File: config.mk
export PLATFORM = sky130hd
export DESIGN_NAME = uart_tx_core
export DESIGN_NICKNAME = d
export VERILOG_FILES = /design/src/rtl/uart_tx_core.sv
export SDC_FILE = /design/constraint.sdc
export NUM_CORES = 1
export LEC_CHECK = 0
export ABC_AREA = 1
export BUFFER_PORTS_ARGS = -buffer_cell sky130_fd_sc_hd__buf_2
export CORE_MARGIN = 1
export CORE_UTILIZATION = 30
export DETAILED_ROUTE_END_ITERATION = 6
export PLACE_DENSITY_LB_ADDON = 0.3
export SETUP_SLACK_MARGIN = 0.02
export SLEW_MARGIN = 0
export SYNTH_ARGS = -nofsm -noshare
export SYNTH_HDL_FRONTEND = slang
export SYNTH_SLANG_ARGS = --single-unit
File: constraint.sdc
create_clock -name clk -period 2.05 [get_ports clk]
set_input_delay 0.205 -clock clk [delete_from_list [all_inputs] [get_ports clk]]
set_output_delay 0.205 -clock clk [all_outputs]
set_load 0.01 [all_outputs]
File: src/rtl/uart_tx_core.sv
module uart_tx_core #(
  parameter int DW       = 8,
  parameter int PW       = 8,
  parameter int FAST_OVS = 16,
  parameter int SLOW_OVS = 64
) (
  input  logic          clk,
  input  logic          rst_n,
  input  logic          port_en,
  input  logic          tx_en,
  input  logic          fast_sel,
  input  logic          period_wr,
  input  logic [PW-1:0] period_din,
  input  logic          hold_wr,
  input  logic [DW-1:0] hold_din,
  output logic          hold_empty,
  output logic          shift_empty,
  output logic          tx_out
);
  localparam int FW   = DW + 2;
  localparam int BCW  = $clog2(FW);
  localparam int SUBW = $clog2(SLOW_OVS);

  logic [PW-1:0]   per_q, cnt_q;
  logic [SUBW-1:0] sub_q;
  logic [FW-1:0]   shf_q;
  logic [BCW-1:0]  bit_q;
  logic            run_q, hfull_q;
  logic [DW-1:0]   hold_q;

  wire             en       = port_en & tx_en;
  wire             tick     = run_q && (cnt_q == '0) && !period_wr;
  wire [SUBW-1:0]  ovs_last = fast_sel ? SUBW'(FAST_OVS - 1) : SUBW'(SLOW_OVS - 1);
  wire             bit_end  = tick && (sub_q == ovs_last);
  wire             last_bit = (bit_q == BCW'(FW - 1));
  wire             load     = en && hfull_q && (!run_q || (bit_end && last_bit));
  wire             take     = hold_wr && !hfull_q;

  assign hold_empty  = !hfull_q;
  assign shift_empty = !run_q && !hfull_q;
  assign tx_out      = !run_q || shf_q[0];

  always_ff @(posedge clk or negedge rst_n) begin
    if (!rst_n) begin
      per_q <= '0;
      cnt_q <= '0;
    end else if (period_wr) begin
      per_q <= period_din;
      cnt_q <= period_din;
    end else if (!run_q || cnt_q == '0) begin
      cnt_q <= per_q;
    end else begin
      cnt_q <= cnt_q - 1'b1;
    end
  end

  always_ff @(posedge clk or negedge rst_n) begin
    if (!rst_n) begin
      run_q <= 1'b0;
      sub_q <= '0;
      bit_q <= '0;
      shf_q <= '1;
    end else if (!en) begin
      run_q <= 1'b0;
      sub_q <= '0;
    end else if (load) begin
      run_q <= 1'b1;
      sub_q <= '0;
      bit_q <= '0;
      shf_q <= {1'b1, hold_q, 1'b0};
    end else if (bit_end) begin
      sub_q <= '0;
      if (last_bit) begin
        run_q <= 1'b0;
      end else begin
        bit_q <= bit_q + 1'b1;
        shf_q <= {1'b1, shf_q[FW-1:1]};
      end
    end else if (tick) begin
      sub_q <= sub_q + 1'b1;
    end
  end

  always_ff @(posedge clk or negedge rst_n) begin
    if (!rst_n) begin
      hfull_q <= 1'b0;
      hold_q  <= '0;
    end else if (load) begin
      hfull_q <= 1'b0;
    end else if (take) begin
      hfull_q <= 1'b1;
      hold_q  <= hold_din;
    end
  end

  assert_start_low_R2: assert property (@(posedge clk) disable iff (!rst_n)
    $rose(run_q) |-> !tx_out);

  assert_accept_R5: assert property (@(posedge clk) disable iff (!rst_n)
    take |=> !hold_empty);

  assert_drop_full_R7: assert property (@(posedge clk) disable iff (!rst_n)
    (hold_wr && hfull_q && !load) |=> ($stable(hold_q) && !hold_empty));

  assert_abort_R8: assert property (@(posedge clk) disable iff (!rst_n)
    !en |=> (tx_out && !run_q));

  assert_chain_R6: assert property (@(posedge clk) disable iff (!rst_n)
    (bit_end && last_bit && hfull_q && en) |=> (run_q && !tx_out && !shift_empty));
endmodule

# Word level (Yosys, flattened, before mapping)
# Cells that the tools add are included.
# totals
in_bits,23
out_inout_bits,3
reg_bits,46
word_cells,58
# classes
add_sub_neg,3
reduce_logical,20
n_mux,19
eq_ne,6
bitwise_logic,2
# op_table
operator,n
$mux 10,3
$mux 6,5
$mux 8,2
$mux 4,3
$logic_and 1x1->1,8
$logic_not 8->1,1
$sub 8x1->8 const B,1
$add 6x1->6 const B,1
$eq 6x6->1,1
$mux 1,6
$ne 3x1->1 const B,2
$add 4x1->4 const B,1
$eq 4x4->1 const B,1
$ne 4x1->1 const B,1
$reduce_and 2->1,2
$reduce_bool 2->1,2
$logic_not 1->1,3
$logic_or 1x1->1,3
$reduce_and 3->1,1
$ne 2x1->1 const B,1
$and 1x1->1,1
$not 1->1,1

# Logic depth before layout (Yosys ltp)
# Gate-level depths: netlist of the first run.
# logic_depth
depth_word,9
ltp_mapped,12

# Worst setup path after synthesis of the first run
# No wires, ideal clock.
# synth_path
kind,reg2reg
startpoint,register cnt_q[0]
endpoint,register bit_q[1]
arrival_time_ns,1.522
period_less_slack_ns,1.643
setup_time_ns,0.121
stages_incl_launch_ff,11
setup_slack_ns,0.407
path_cell_list,dfrtp_1 > inv_1 > ha_1 > nand2_1 > nor3_4 > nand3_2 > nand2_4 > nand2_4 > buf_6 > nand3_1 > o21ai_1
# synth_between
elab_chain_len,9
elab_cells_between_ends,11
cone_classes,1 x eq/ne; 1 x mux; 9 x reduce/logical
# synth_lines
item,line_no,source
start: declaration,24,"logic [PW-1:0] per_q, cnt_q;"
start signal: assignment,49,cnt_q <= period_din;
start signal: assignment,51,cnt_q <= per_q;
start signal: assignment,53,cnt_q <= cnt_q - 1'b1;
$logic_not 8->1 *,32,wire tick = run_q && (cnt_q == '0) && !period_wr;
$logic_and 1x1->1 * (2 in series),32,
$logic_and 1x1->1 *,34,wire bit_end = tick && (sub_q == ovs_last);
$logic_and 1x1->1,36,wire load = en && hfull_q && (!run_q || (bit_end && last_bit));
$logic_or 1x1->1,36,
$logic_and 1x1->1,36,
$ne 2x1->1 (no line) or $reduce_bool 2->1 (tied branches),n/a,
$reduce_and 3->1 (no line),n/a,
end signal: assignment,76,bit_q <= bit_q + 1'b1;
end: declaration,27,logic [BCW-1:0] bit_q;
# Mark *: on every way between the ends. The rest lies on a longest branch, timed or not.
# A chain may end at the register's enable or synchronous reset.

# Final worst setup path of the first run
# layout_path
startpoint,register cnt_q[0]
endpoint,register bit_q[3]
# The elaborated chain is that of the path after synthesis.

==> impl_metrics.toml, run 1 <==
[placed_design]
placed_cell_area_mm2 = 0.00258
place_congestion = 0.767
dp_hpwl_mm = 3.23
io_buffers = 25

[synth]
synth-seq-cells = 45
syn-num-nets = 320
ys_seq_area_frac = 0.482
synth_area_leaders = "dfrtp_1 38%, nand2_1 13%, dfstp_2 10%"
synth_top_area_share = 0.382
synth_area_mm2 = 0.00236
avgSynthCellArea_um2 = 8.05
synth.distinct_cells = 31
yosys.area.top_type = "dfrtp_1"
synth_cells = 293
yosysWarnings = 0

[floorplan]
io_pins = 26
die_w_um = 90.7
die_h_um = 90.7
fp-row-count = 31
start_util = 0.319
core_mm2 = 0.00741
die_area_mm2 = 0.00822

[detailed_routing]
drt_wl_total_mm = 4.47
drtIter0Drc = 52
firstDrtPassIters = 4
route.vias.total = 1866
avgViaCountPerCell = 4.36
routedWlPerCell_um = 10.4
drcViolationCount = 0
antenna_left = 0

[clock_network]
worstSkewPairLatency_ps = 290
cts.reportedPaths.clkPinSlew_ps = 80
clockRootBuffer = "clkbuf_8"
cts_buffers = 5
cts_max_level = 2
clockBufferDepth = 2
cts.sinks = 45
cts_tree = "done"

[final_layout]
n_antenna_cell = 0
mostFrequentLayoutCells = "80 x nand2_1, 36 x dfrtp_1, 35 x inv_1, 30 x nand3_1, 25 x buf_2"
area_growth_pct = 15.9
drive_gt1_frac = 0.213
nNetsFinal = 355
design_area_mm2 = 0.00274
layout_commonest_cell = "nand2_1"

[critical_path]
critPathKind = "reg -> reg"
cp.required_ps = 2280
cp_max_fo = 5
r2r_start = "cnt_q[0]"
end_kind = "register"
reg2reg_slack_ps = 180
worstPathArrival_ps = 2090
cp-start-kind = "register"
r2r_end = "bit_q[3]"
worst-r2r-cell-count = 11

[grt]
grt_pass1_vias = 1747
grt_pass1_wl_mm = 8.15
overflow = 0
grt.total_usage = 0.122
antenna_found_initial = 0
grt_max_degree = 46

[worst_hold_path]
hold_start = "period_din[3]"
hold_class = "in -> reg"
hold_end = "cnt_q[3]"
min_path_cells = 3

[sta]
finClkSkew_ps = 4.54
min_period_ps = 1870
fin_crit_sh = 0.910
max-slew-margin-rel = 0.635
slew_violations = 0
worstMarginPinSlew_ps = 548
fmax_mhz = 536
setup_violations = 0
rsz0062_at_grt = "no"
finalSetupTns_ps = 0
hold_violations = 0

[pwr]
power_density_mw_per_mm2 = 861
peakVddDrop_uv = 466
power_leakage_nw = 1.39

[run]
drv_cap = 0

[outcome]
status = "finished, final reports clean"
## per-stage QoR
stage                     hold WS [ps]  utilization  power, mW  std cells  setup WS (ps)
after floorplan                  -90.6            -       1.67        293            407
after global placement             323        0.349       1.84        414            190
final                              128        0.369       2.36        428            184
after global routing               124        0.369       2.53        428           15.6
after CTS                          120        0.361       2.38        423            118
after detailed placement           327        0.349       1.85        414            136
## synthesized netlist by cell type
cell / n
nand2_1: 80
dfrtp_1: 36
inv_1: 35
nand3_1: 30
nor2_1: 22
o21ai_0: 20
a21oi_1: 14
dfstp_2: 9
xor2_1: 6
ha_1: 4
nand2_2: 4
nor2_2: 4
clkbuf_1: 3
nand4_1: 3
nor2_4: 3
buf_6: 2
inv_2: 2
nand2_4: 2
o21ai_2: 2
a21boi_0: 1
buf_2: 1
buf_4: 1
buf_8: 1
clkinv_1: 1
nand3_2: 1
nor3_4: 1
o211ai_1: 1
o21ai_1: 1
o22a_1: 1
o22ai_1: 1
xnor2_1: 1
## metal layers
| metal | share of wire | GRT usage | vias to the layer above |
|---|---|---|---|
| met5 | 0 | 0 | - |
| met4 | 0.017 | 0.0497 | 0 |
| met3 | 0.026 | 0.0185 | 6 |
| met2 | 0.44 | 0.176 | 27 |
| met1 | 0.52 | 0.179 | 829 |
| li1 | - | - | 1004 |
## final cells by class
type / count / area [um^2]
repair buffers: 35 / 215
inverters: 38 / 143
fillers: 752 / 4670
well taps: 99 / 124
multi-input cells: 203 / 1030
clock buffers: 6 / 72.6
clock inverters: 2 / 10.0
flip-flops and latches: 45 / 1140
## logic make-up (layout without fill, tap and decap cells)
group / Yosys count / count (layout) / synth area share
XOR/XNOR: 7 / 7 / 0.0260
AO/OA/AOI/OAI: 41 / 41 / 0.0944
adder cells (fa/ha/maj): 4 / 4 / 0.0212
buffers and inverters: 46 / 81 / 0.0864
flip-flops: 45 / 45 / 0.482
AND/OR/NAND/NOR: 150 / 151 / 0.290
## worst max-delay path by stage
| stage | from | endpoint | slack [ps] | depth (start not counted) |
|---|---|---|---|---|
| 6_report | cnt_q[0] | bit_q[3] | 180 | 11 |
| 5_1_grt | cnt_q[0] | bit_q[3] | 20 | 11 |
| 4_1_cts | cnt_q[0] | bit_q[1] | 120 | 9 |
| 3_5_place_dp | cnt_q[0] | bit_q[1] | 140 | 9 |
| 3_3_place_gp | cnt_q[0] | bit_q[1] | 190 | 9 |
| 2_1_floorplan | cnt_q[0] | bit_q[1] | 410 | 10 |
## sequential cells by signal (all words and copies together) (netlist names)
signal,count
sub_q,6
cnt_q,8
bit_q,4
per_q,8
run_q,1
hold_q,8
shf_q,9
hfull_q,1
## timing repair
item / 4_1_cts / 5_1_grt
hold endpoints to repair: 5 / 0
buffers inserted: 0 / 4
setup endpoints to repair: 0 / 16
hold buffers: 1 / 0
gates resized for setup: 0 / 2
## where the power goes
part / switching [mW] / internal [mW] / total, mW
Combinational: 0.368 / 0.216 / 0.584
Sequential: 0.0934 / 1.15 / 1.24
Clock: 0.292 / 0.237 / 0.528
## critical path, stage by stage (launching register included)
cell	delay, ps
dfrtp_1	370
inv_1	100
ha_1	240
nand2_1	140
nor3_4	220
nand2_2	130
nor2_4	220
buf_4	150
nand2_1	40
nand2_1	50
nand2_1	50
nor2_1	80
(Power assumes the default switching activity.)
==> run 2, diff against run 1 <==
==> constraint.sdc (replaced) <==
create_clock -name clk -period 2.38 [get_ports clk]
set_input_delay 0.238 -clock clk [delete_from_list [all_inputs] [get_ports clk]]
set_output_delay 0.238 -clock clk [all_outputs]
set_load 0.01 [all_outputs]
==> impl_metrics.toml, run 2 (same netlist as run 1, synthesis figures left out) <==
[sta]
finalSetupTns_ps = 0
min_period_ps = 1940
worstMarginPinSlew_ps = 502
fin_crit_sh = 0.813
max-slew-margin-rel = 0.665
finClkSkew_ps = 6.02
rsz0062_at_grt = "no"
hold_violations = 0
fin_ws_ps = 445
slew_violations = 0
setup_violations = 0
fmax_mhz = 517

[final_layout]
drive_gt1_frac = 0.193
fill_cells = 801
n_antenna_cell = 0
mostFrequentLayoutCells = "80 x nand2_1, 36 x dfrtp_1, 35 x inv_1, 30 x nand3_1, 25 x buf_2"
area_growth_pct = 13.1
largest_register = "shf_q"
largest_reg_flops = 9
layout.cells.non_filler = 421
layout_commonest_cell = "nand2_1"
nNetsFinal = 348
design_area_mm2 = 0.00267

[grt]
grt_pass1_wl_mm = 8.13
grt.total_usage = 0.121
antenna_found_initial = 0
overflow = 0
grt_max_degree = 29
grt_pass1_vias = 1897

[outcome]
status = "finished, final reports clean"

[floorplan]
die_area_mm2 = 0.00822
fp-row-count = 31
core_mm2 = 0.00741
die_w_um = 90.7
die_h_um = 90.7
io_pins = 26
start_util = 0.319

[critical_path]
cp-startpoint = "cnt_q[0]"
cp.required_ps = 2560
worstPathArrival_ps = 2110
end_kind = "register"
cp-start-kind = "register"
cp_max_fo = 15
critPathKind = "reg -> reg"
reg2reg_slack_ps = 440
r2r_start = "cnt_q[0]"

[placed_design]
placed_cell_area_mm2 = 0.00257
dp_hpwl_mm = 3.31
place_congestion = 0.755
post-place-cells = 412
pre_cts_ws_ps = 439
io_buffers = 25

[worst_hold_path]
hold_class = "in -> reg"
hold_start = "period_din[0]"

[detailed_routing]
firstDrtPassIters = 4
drtIter0Drc = 75
routedWlPerCell_um = 10.4
route.vias.total = 1884
drcViolationCount = 0
antenna_left = 0
avgViaCountPerCell = 4.48
drt_wl_total_mm = 4.37

[pwr]
p_comb_frac = 0.239
power.internal_mw = 1.40
power_leakage_nw = 1.36
p_switching_mw = 0.632
p_seq_frac = 0.529
clkPwrFrac = 0.232
peakVddDrop_uv = 483
power_density_mw_per_mm2 = 763
switching_share = 0.310
power.total_mw = 2.04

[run]
drv_cap = 0

[clock_network]
cts_buffers = 5
cts.reportedPaths.clkPinSlew_ps = 80
worstSkewPairLatency_ps = 290
clockRootBuffer = "clkbuf_8"
cts_setup_buffers = 0
cts_max_level = 2
clockBufferDepth = 2
cts.sinks = 45
cts_tree = "done"
## run 2: stage by stage
| stage | hold slack [ps] | utilization |
|---|---|---|
| finish | 175 | 0.360 |
| global placement | 178 | 0.347 |
| CTS | 170 | 0.360 |
| global route | 182 | 0.360 |
| floorplan | -57.6 | - |
| detailed placement | 178 | 0.347 |
## run 2: worst paths after layout
kind / end / cells after the start
min: cnt_q[0] / 3
max reg2reg: bit_q[1] / 9
min in group asynchronous: per_q[5] / 2
max: bit_q[1] / 9
max in group asynchronous: shf_q[8] / 3
min reg2reg: shf_q[0] / 2
## run 2: timing repair
action	4_1_cts	5_1_grt
hold endpoints to repair	15	0
hold buffers	1	0
gates resized for setup	0	0
## run 2: cell type report
class	count	area [um^2]	area share
Clock buffer	8	90.1	0.0337
Timing Repair Buffer	29	158	0.0590
Tap cell	99	124	0.0464
Inverter	38	143	0.0534
Sequential cell	45	1140	0.426
Multi-Input combinational cell	202	1020	0.381
## run 2: critical path, cell delays in order (launching register included)
cell	delay (ps)
dfrtp_1	370
inv_1	90
ha_1	230
nand2_1	140
nor3_4	220
nand2_2	110
nor2_4	320
inv_2	170
nand3_1	110
o21ai_1	70
## run 2: metal layers
layer / routed length, um / track usage
met5: 0 / 0
met4: 72 / 0.0484
met3: 128 / 0.0210
met2: 1970 / 0.193
met1: 2200 / 0.161
## run 2: power by group through the flow
stage / Clock [mW] / Combinational, mW / Sequential [mW]
3_3_place_gp: 0 / 0.478 / 1.09
2_1_floorplan: 0 / 0.378 / 1.07
3_5_place_dp: 0 / 0.491 / 1.09
5_1_grt: 0.527 / 0.576 / 1.10
4_1_cts: 0.496 / 0.494 / 1.08
6_report: 0.473 / 0.486 / 1.08
